**src/rtl/bclk_role_pkg.sv**
```systemverilog
package bclk_role_pkg;
  typedef enum logic {
    ROLE_SOURCE   = 1'b0,
    ROLE_CONSUMER = 1'b1
  } role_e;

  typedef enum logic [1:0] {
    GS_RUN   = 2'd0,
    GS_HALT  = 2'd1,
    GS_ARMED = 2'd2
  } gen_state_e;
endpackage

```
**src/rtl/bclk_sync.sv**
```systemverilog
module bclk_sync #(
  parameter int W      = 3,
  parameter int STAGES = 2
) (
  input  logic         clk,
  input  logic         rst_n,
  input  logic [W-1:0] d,
  output logic [W-1:0] q
);
  logic [W-1:0] stage_q [STAGES];

  for (genvar s = 0; s < STAGES; s++) begin : g_stage
    always_ff @(posedge clk or negedge rst_n) begin
      if (!rst_n) begin
        stage_q[s] <= '0;
      end else if (s == 0) begin
        stage_q[s] <= d;
      end else begin
        stage_q[s] <= stage_q[(s == 0) ? 0 : s-1];
      end
    end
  end

  assign q = stage_q[STAGES-1];
endmodule

```
**src/rtl/bclk_edge_judge.sv**
```systemverilog
module bclk_edge_judge
  import bclk_role_pkg::*;
#(
  parameter int EDGE_MIN = 5,
  localparam int CW = $clog2(EDGE_MIN + 1)
) (
  input  logic  clk,
  input  logic  rst_n,
  input  logic  bclk_s,
  input  logic  crst_s,
  output role_e role,
  output logic  link_up
);
  logic          bclk_prev_q, bclk_prev_d;
  logic [CW-1:0] cnt_q, cnt_d;
  role_e         role_q, role_d;
  logic          up_q, up_d;
  logic          rise;

  assign rise = bclk_s & ~bclk_prev_q;

  always_comb begin
    bclk_prev_d = bclk_s;
    cnt_d       = cnt_q;
    role_d      = role_q;
    up_d        = crst_s;
    if (!crst_s) begin
      if (up_q) begin
        cnt_d = '0;
      end else if (rise && (cnt_q < CW'(EDGE_MIN))) begin
        cnt_d = cnt_q + 1'b1;
      end
    end else if (!up_q) begin
      role_d = (cnt_q >= CW'(EDGE_MIN)) ? ROLE_CONSUMER : ROLE_SOURCE;
    end
  end

  always_ff @(posedge clk or negedge rst_n) begin
    if (!rst_n) begin
      bclk_prev_q <= 1'b0;
      cnt_q       <= '0;
      role_q      <= ROLE_SOURCE;
      up_q        <= 1'b0;
    end else begin
      bclk_prev_q <= bclk_prev_d;
      cnt_q       <= cnt_d;
      role_q      <= role_d;
      up_q        <= up_d;
    end
  end

  assign role    = role_q;
  assign link_up = up_q;

  p_cnt_sat_r10: assert property (@(posedge clk) disable iff (!rst_n)
    cnt_q <= CW'(EDGE_MIN));
  p_cnt_clear_r4: assert property (@(posedge clk) disable iff (!rst_n)
    (up_q && !crst_s) |=> (cnt_q == '0));
  p_role_hold_r9: assert property (@(posedge clk) disable iff (!rst_n)
    (up_q && crst_s) |=> $stable(role_q));
endmodule

```
**src/rtl/bclk_gen.sv**
```systemverilog
module bclk_gen
  import bclk_role_pkg::*;
#(
  parameter int WARM_CYC = 200,
  localparam int WW = $clog2(WARM_CYC + 1)
) (
  input  logic  clk,
  input  logic  rst_n,
  input  role_e role,
  input  logic  link_up,
  input  logic  sync_s,
  input  logic  pwrdn_req,
  output logic  oe,
  output logic  bclk
);
  gen_state_e    st_q, st_d;
  logic [WW-1:0] wcnt_q, wcnt_d;
  logic          tog_q, tog_d;
  logic          oe_q, oe_d;
  logic          drive;

  assign drive = link_up && (role == ROLE_SOURCE);

  always_comb begin
    st_d   = st_q;
    wcnt_d = wcnt_q;
    if (!link_up) begin
      st_d   = GS_RUN;
      wcnt_d = '0;
    end else begin
      case (st_q)
        GS_RUN: begin
          wcnt_d = '0;
          if (pwrdn_req) st_d = GS_HALT;
        end
        GS_HALT: begin
          if (!sync_s) begin
            wcnt_d = '0;
          end else if (wcnt_q >= WW'(WARM_CYC - 1)) begin
            st_d = GS_ARMED;
          end else begin
            wcnt_d = wcnt_q + 1'b1;
          end
        end
        GS_ARMED: begin
          if (!sync_s) st_d = GS_RUN;
        end
        default: st_d = GS_RUN;
      endcase
    end
    oe_d  = drive;
    tog_d = (drive && (st_q == GS_RUN) && !pwrdn_req) ? ~tog_q : 1'b0;
  end

  always_ff @(posedge clk or negedge rst_n) begin
    if (!rst_n) begin
      st_q   <= GS_RUN;
      wcnt_q <= '0;
      tog_q  <= 1'b0;
      oe_q   <= 1'b0;
    end else begin
      st_q   <= st_d;
      wcnt_q <= wcnt_d;
      tog_q  <= tog_d;
      oe_q   <= oe_d;
    end
  end

  assign oe   = oe_q;
  assign bclk = tog_q;

  p_pd_halts_r6: assert property (@(posedge clk) disable iff (!rst_n)
    (link_up && st_q == GS_RUN && pwrdn_req) |=> (st_q == GS_HALT));
  p_quiet_when_halted_r8: assert property (@(posedge clk) disable iff (!rst_n)
    (st_q != GS_RUN) |=> !tog_q);
  p_armed_needs_sync_r7: assert property (@(posedge clk) disable iff (!rst_n)
    (st_q == GS_HALT && st_d == GS_ARMED) |-> sync_s);
endmodule

```
**src/rtl/bclk_role_detect.sv**
```systemverilog
module bclk_role_detect
  import bclk_role_pkg::*;
#(
  parameter int EDGE_MIN    = 5,
  parameter int WARM_CYC    = 200,
  parameter int SYNC_STAGES = 2
) (
  input  logic clk_xtal,
  input  logic por_n,
  input  logic bclk_pin,
  input  logic link_rst_n,
  input  logic sync_in,
  input  logic pwrdn_req,
  output logic bclk_oe,
  output logic bclk_out,
  output logic role_consumer
);
  logic [2:0] async_in, sync_out;
  logic       bclk_s, crst_s, sync_s;
  role_e      role;
  logic       link_up;

  assign async_in = {sync_in, link_rst_n, bclk_pin};
  assign {sync_s, crst_s, bclk_s} = sync_out;

  bclk_sync #(.W(3), .STAGES(SYNC_STAGES)) u_sync (
    .clk   (clk_xtal),
    .rst_n (por_n),
    .d     (async_in),
    .q     (sync_out)
  );

  bclk_edge_judge #(.EDGE_MIN(EDGE_MIN)) u_judge (
    .clk     (clk_xtal),
    .rst_n   (por_n),
    .bclk_s  (bclk_s),
    .crst_s  (crst_s),
    .role    (role),
    .link_up (link_up)
  );

  bclk_gen #(.WARM_CYC(WARM_CYC)) u_gen (
    .clk       (clk_xtal),
    .rst_n     (por_n),
    .role      (role),
    .link_up   (link_up),
    .sync_s    (sync_s),
    .pwrdn_req (pwrdn_req),
    .oe        (bclk_oe),
    .bclk      (bclk_out)
  );

  assign role_consumer = (role == ROLE_CONSUMER);

  p_consumer_quiet_r1: assert property (@(posedge clk_xtal) disable iff (!por_n)
    role_consumer |-> (!bclk_oe && !bclk_out));
  p_oe_low_in_reset_r3: assert property (@(posedge clk_xtal) disable iff (!por_n)
    $past(!crst_s, 2) |-> (!bclk_oe && !bclk_out));
endmodule

```
**config.mk**
```make
export PLATFORM = sky130hd
export DESIGN_NAME = bclk_role_detect
export DESIGN_NICKNAME = d
export VERILOG_FILES = /design/src/rtl/bclk_role_pkg.sv /design/src/rtl/bclk_sync.sv /design/src/rtl/bclk_edge_judge.sv /design/src/rtl/bclk_gen.sv /design/src/rtl/bclk_role_detect.sv
export SDC_FILE = /design/constraint.sdc
export NUM_CORES = 1
export LEC_CHECK = 0
export BUFFER_PORTS_ARGS = -buffer_cell sky130_fd_sc_hd__buf_2
export CAP_MARGIN = 20
export CELL_PAD_IN_SITES_DETAIL_PLACEMENT = 1
export CELL_PAD_IN_SITES_GLOBAL_PLACEMENT = 1
export CORE_AREA = 5 5 55 57
export CTS_CLUSTER_SIZE = 20
export DETAILED_ROUTE_END_ITERATION = 10
export DIE_AREA = 0 0 60 62
export GPL_ROUTABILITY_DRIVEN = 0
export HOLD_SLACK_MARGIN = 0.02
export PLACE_DENSITY_LB_ADDON = 0.25
export SETUP_SLACK_MARGIN = 0.02
export SLEW_MARGIN = 0
export SYNTH_ARGS = -nofsm -noshare
export SYNTH_HDL_FRONTEND = slang
export SYNTH_SLANG_ARGS = --single-unit
```
**constraint.sdc**
```tcl
create_clock -name clk_xtal -period 4.15 [get_ports clk_xtal]
set_input_delay 0.415 -clock clk_xtal [delete_from_list [all_inputs] [get_ports clk_xtal]]
set_output_delay 0.415 -clock clk_xtal [all_outputs]
set_load 0.03 [all_outputs]
```
# == After elaboration in Yosys (flattened, before gate mapping) ==
# Index checks and enable logic that the tools add are counted.
# totals
ff_bits,24
in_bits,6
out_inout_bits,3
# op_classes
n_addsub,2
magnitude_cmp,3
eq_ne,8
n_mux,14
bitwise_logic,6
n_reduce_logical,11
# op_table
operator,n
8-bit two-way mux,3
8-bit one-hot mux with 2 select lines,1
2-bit two-way mux,5
3-bit inequality test (second input constant),3
8-bit by 1-bit adder with 8-bit output (second input constant),1
8-bit greater-or-equal comparator (second input constant),1
3-bit two-way mux,2
2-bit one-hot mux with 3 select lines,1
2-bit AND reduction,3
1-bit inverter,5
1-bit logical AND,4
4-bit inequality test (second input constant),1
4-bit AND reduction,1
3-bit by 1-bit adder with 3-bit output (second input constant),1
3-bit greater-or-equal comparator (second input constant),1
3-bit < comparator (second input constant),1
3-bit by 1-bit inequality test with 1-bit output (second input constant),1
3-bit by 2-bit inequality test with 1-bit output (second input constant),1
2-bit by 1-bit equality test with 1-bit output (second input constant),1
2-bit equality test (second input constant),1
2-bit logical NOT,1
1-bit two-way mux,2
2-bit nonzero test,1
1-bit AND,1
1-bit logical NOT,1

# == Depth between registers and ports, before layout ==
# depth
ltp_word,5
depth_mapped,4
mapped_depth_nobuf,4

# == Hierarchy ==
# From an unflattened synthesis, not the netlist that was laid out.
# hier_totals
hier_cells,100
hier_area_um2,1119.8
# modules_own_cells
mod,n_inst,cells_each,area_per_inst_um2,seq_area_each_um2
bclk_gen,1,62,631.9,300.3
bclk_edge_judge,1,29,315.3,150.1
bclk_sync,1,9,172.7,150.1

# == Worst setup path before layout ==
# OpenSTA, ideal clock, no wires.
# synth_timing
kind,register -> register
startpoint,reg u_gen.wcnt_q[0]
endpoint,reg u_gen.wcnt_q[0]
t_arrival_ns,1.411
required_time_ns,4.029
path_slack_ns,2.618
path_stages_with_launch,5
path_cell_list,dfrtp_1 -> ha_1 -> a2111oi_4 -> o31ai_1 -> a22o_1
# synth_between
elab_chain_cells,5
word_cells_on_any_way,8
cone_classes,add/sub (1); order compare (1); eq/ne (1); mux (4); reduce/logical (1)
# synth_lines
element,line_no,rtl
start: declaration,bclk_gen.sv:17,"logic [WW-1:0] wcnt_q, wcnt_d;"
start signal: assignment,bclk_gen.sv:63,wcnt_q <= wcnt_d;
8-bit by 1-bit adder with 8-bit output,bclk_gen.sv:42,wcnt_d = wcnt_q + 1'b1;
8-bit two-way mux,bclk_gen.sv:39,end else if (wcnt_q >= WW'(WARM_CYC - 1)) begin
8-bit two-way mux,bclk_gen.sv:37,if (!sync_s) begin
8-bit one-hot mux with 2 select lines,bclk_gen.sv:31,case (st_q)
8-bit two-way mux,bclk_gen.sv:27,if (!link_up) begin
# Several ways; a longest one is shown, not always the timed one. The select of a mux whose other input is x is not followed.
# A chain may end at the register's enable or synchronous reset.

# == Worst setup path in the final report ==
# Ends and elaborated chain as after synthesis.

==> flow_summary_export.csv <==
group,metric,value,unit
logic_synthesis,synthDistinctLibCells,42,
drt,drt_first_pass_iters,4,
drt,wl,2310,µm
floorplanning,rows,18,
sta,timing.final.max_slew_violations,0,
logic_synthesis,syn_inst,98,
sta,hold_violation_count_in_the_final_report,0,
job,drv_cap,0,
drt,ant_nets,0,
cells_and_area,count_of_filler_cells_inserted_in_the_layout,269,
worst_setup_path,crit_path_end_kind,"flip-flop",
global_routing,first_global_vias,883,
power,power.density_cell_area,363,nW/µm²
drt,detail_route.wl_per_cell,16.7,µm
worst_setup_path,reg2reg_setup_slack,2.48,ns
sta,grt_setup_unrepaired,"no",
cells_and_area,antenna_cells_inserted,0,
global_routing,grt_usage,0.152,
power,totalPowerFinal,0.457,mW
floorplanning,die_width,60,µm
outcome,outcome,"complete, no violations",
cells_and_area,layout.nets,118,
worst_setup_path,r2r.worst_path.cells,4,
placement,pre_cts_ws,2.51,ns
global_routing,grt_remaining_overflow,0,
floorplanning,ioPinCount,9,
placement,dpl.hpwl,1670,µm
sta,tightest_slew,0.533,ns
clock_tree,sink_count,24,
logic_synthesis,yosysWarningCount,0,
global_routing,grt_pass1_wl,4110,µm
worst_setup_path,cp_data_required_time,4.38,ns
logic_synthesis,synth.avg_cell_area,11.6,µm²
logic_synthesis,synth.ff_latch_count,24,
clock_tree,htreeDepth,1,
power,leakagePower,0.561,nW
worst_setup_path,worstSetupStartpointType,"flip-flop",
worst_setup_path,crit_path_to,"u_gen.wcnt_q[0]",
cells_and_area,final_layout_size_suffix_gt1_frac,0.157,
clock_tree,cts_tree,"built",
logic_synthesis,share_of_the_yosys_chip_area_belonging_to_registers,0.529,
worst_setup_path,timing.critical_path.slowest_stage_cell,"dfrtp_1",
cells_and_area,synthToLayoutAreaGrowth,10.7,%
drt,drt_iter0_drc,19,
sta,period_needed,1.67,ns
sta,timing.slew.headroom,0.644,
sta,maxClockFrequency,0.599,GHz
logic_synthesis,postSynth.asyncResetShare,1.00,
worst_setup_path,path_max_fanout,5,
clock_tree,cts-root-buf,"clkbuf_4",
floorplanning,area_of_the_die,3720,µm²
clock_tree,cts_hold_buf,0,
global_routing,grt_max_degree,25,
worst_setup_path,worst_r2r_endpoint,"u_gen.wcnt_q[0]",
placement,io_buffer_count,8,
sta,report.final.setup_viol,0,
worst_setup_path,timing.critical_path.slowest_cell_delay,0.44,ns
drt,num_vias,832,
clock_tree,cts.path.max_buffers,2,
worst_setup_path,r2r_start,"u_gen.wcnt_q[0]",
worst_setup_path,worstPathArrival,1.90,ns
drt,viasPerCell,6.03,
sta,setup_slack,2.48,ns
worst_hold_path,min_path_type,"input port to async pin",
logic_synthesis,synthesis.area,1140,µm²
logic_synthesis,mappedNetlistNets,107,
drt,drcViolationCount,0,
worst_setup_path,worstPathCellList,"ha_1 > a2111oi_4 > o31ai_1 > a22o_1",
global_routing,antenna_found_initial,0,
sta,setup_total_negative_slack,0,ns
floorplanning,initial_utilization,0.467,
clock_tree,post_cts_sizing_count,0,
sta,finClkSkew,0.00701,ns
floorplanning,coreArea,2430,µm²
sta,min_period_over_period,0.402,
clock_tree,cts-buffers-inserted,3,
logic_synthesis,postSynth.topFlopCell,"dfrtp_1",
clock_tree,cts_setup_buffers,0,
clock_tree,clk_pin_slew_worst_paths,0.14,ns
cells_and_area,final_core_density,0.517,
clock_tree,worst_skew_pair.late_latency,0.32,ns
power,vdd.ir_drop.worst,0.230,mV
worst_setup_path,critPathKind,"flip-flop to flip-flop",
worst_setup_path,setup.worst_path.start,"u_gen.wcnt_q[0]",
logic_synthesis,synth-edff-count,0,
floorplanning,die_height,62,µm
-- Yosys cell counts (2+ instances only) --
master	n	share of area
o211ai_1	2	0.013
o2111ai_1	2	0.015
o31ai_1	3	0.020
a21oi_1	3	0.013
nor2_1	4	0.013
ha_1	3	0.033
or2_2	2	0.011
o21ai_0	4	0.018
nand2_1	7	0.023
mux2i_1	2	0.018
o311ai_0	2	0.015
inv_1	5	0.017
nand3_1	5	0.022
dfrtp_1	24	0.53
nand2b_1	3	0.017
-- worst min path at each step --
stage                            from                to  slack, ns  cells past startpoint
finish                          por_n   u_gen.wcnt_q[6]       0.05                      1
global route                    por_n      u_judge.role       0.07                      1
CTS                             por_n  u_judge.cnt_q[1]       0.06                      1
detailed placement  u_sync.stage_q[4]       u_sync.q[1]       0.34                      0
global placement    u_sync.stage_q[3]       u_sync.q[0]       0.33                      0
floorplan                       por_n        u_gen.bclk       0.12                      0
-- power breakdown --
part | switching, mW | internal, mW | leakage, nW
combinational | 0.0180 | 0.0116 | 0.222
sequential | 0.0121 | 0.244 | 0.311
clock | 0.0739 | 0.0976 | 0.0279
total | 0.104 | 0.353 | 0.561
-- critical path: cells and delay by family (launching register included) --
kind                     cells  cell delay, ns
adder cells (fa/ha/maj)      1            0.28
AO/OA/AOI/OAI                3            0.85
flip-flops                   1            0.44
-- registers in the layout, summed over array words and instances, names as in the netlist --
name,cells
u_judge.bclk_prev_q,1
u_gen.oe,1
u_judge.role,1
u_judge.cnt_q,3
u_gen.wcnt_q,8
u_sync.stage_q,3
u_gen.bclk,1
u_gen.st_q,2
u_sync.q,3
u_judge.link_up,1
-- layer usage --
metal / vias up / track usage / share of wire
met2: 12 / 0.245 / 0.46
li1: 395 / - / -
met3: 4 / 0.0310 / 0.037
met1: 421 / 0.199 / 0.49
met4: 0 / 0.0665 / 0.016
met5: - / 0 / 0
-- per-stage QoR --
stage	hold WS (ns)	instance area, µm²	std cells
2_1_floorplan	0.119	1140	98
3_3_place_gp	0.334	1200	134
3_5_place_dp	0.337	1200	134
4_1_cts	0.0642	1260	138
5_1_grt	0.0687	1260	138
6_report	0.0510	1260	138
-- final cells by class --
| cell class | count | area, µm² | share of cell area |
|---|---|---|---|
| Tap cell | 30 | 37.5 | 0.0299 |
| Inverter | 5 | 18.8 | 0.0149 |
| Multi-Input combinational cell | 67 | 508 | 0.404 |
| Timing Repair Buffer | 8 | 40.0 | 0.0318 |
| Clock inverter | 1 | 30.0 | 0.0239 |
| Sequential cell | 24 | 601 | 0.478 |
| Clock buffer | 3 | 22.5 | 0.0179 |
-- placed cells by master (no fill, tap or decap), types with 2 or more instances in the layout --
cell,netlist,layout
a21oi_1,3,3
buf_2,1,8
clkbuf_4,0,3
dfrtp_1,24,24
ha_1,3,3
inv_1,5,5
mux2i_1,2,2
nand2_1,7,7
nand2b_1,3,3
nand3_1,5,5
nor2_1,4,4
o2111ai_1,2,2
o211ai_1,2,2
o21ai_0,4,4
o311ai_0,2,2
o31ai_1,3,3
or2_2,2,2
-- logic make-up after synthesis --
kind of cell	synth area share
buf+inv	0.0242
compound gates	0.200
mux	0.0176
flops	0.529
fa+ha+maj	0.0330
simple gates	0.196
Note: power is estimated with default switching activity, not from simulation.
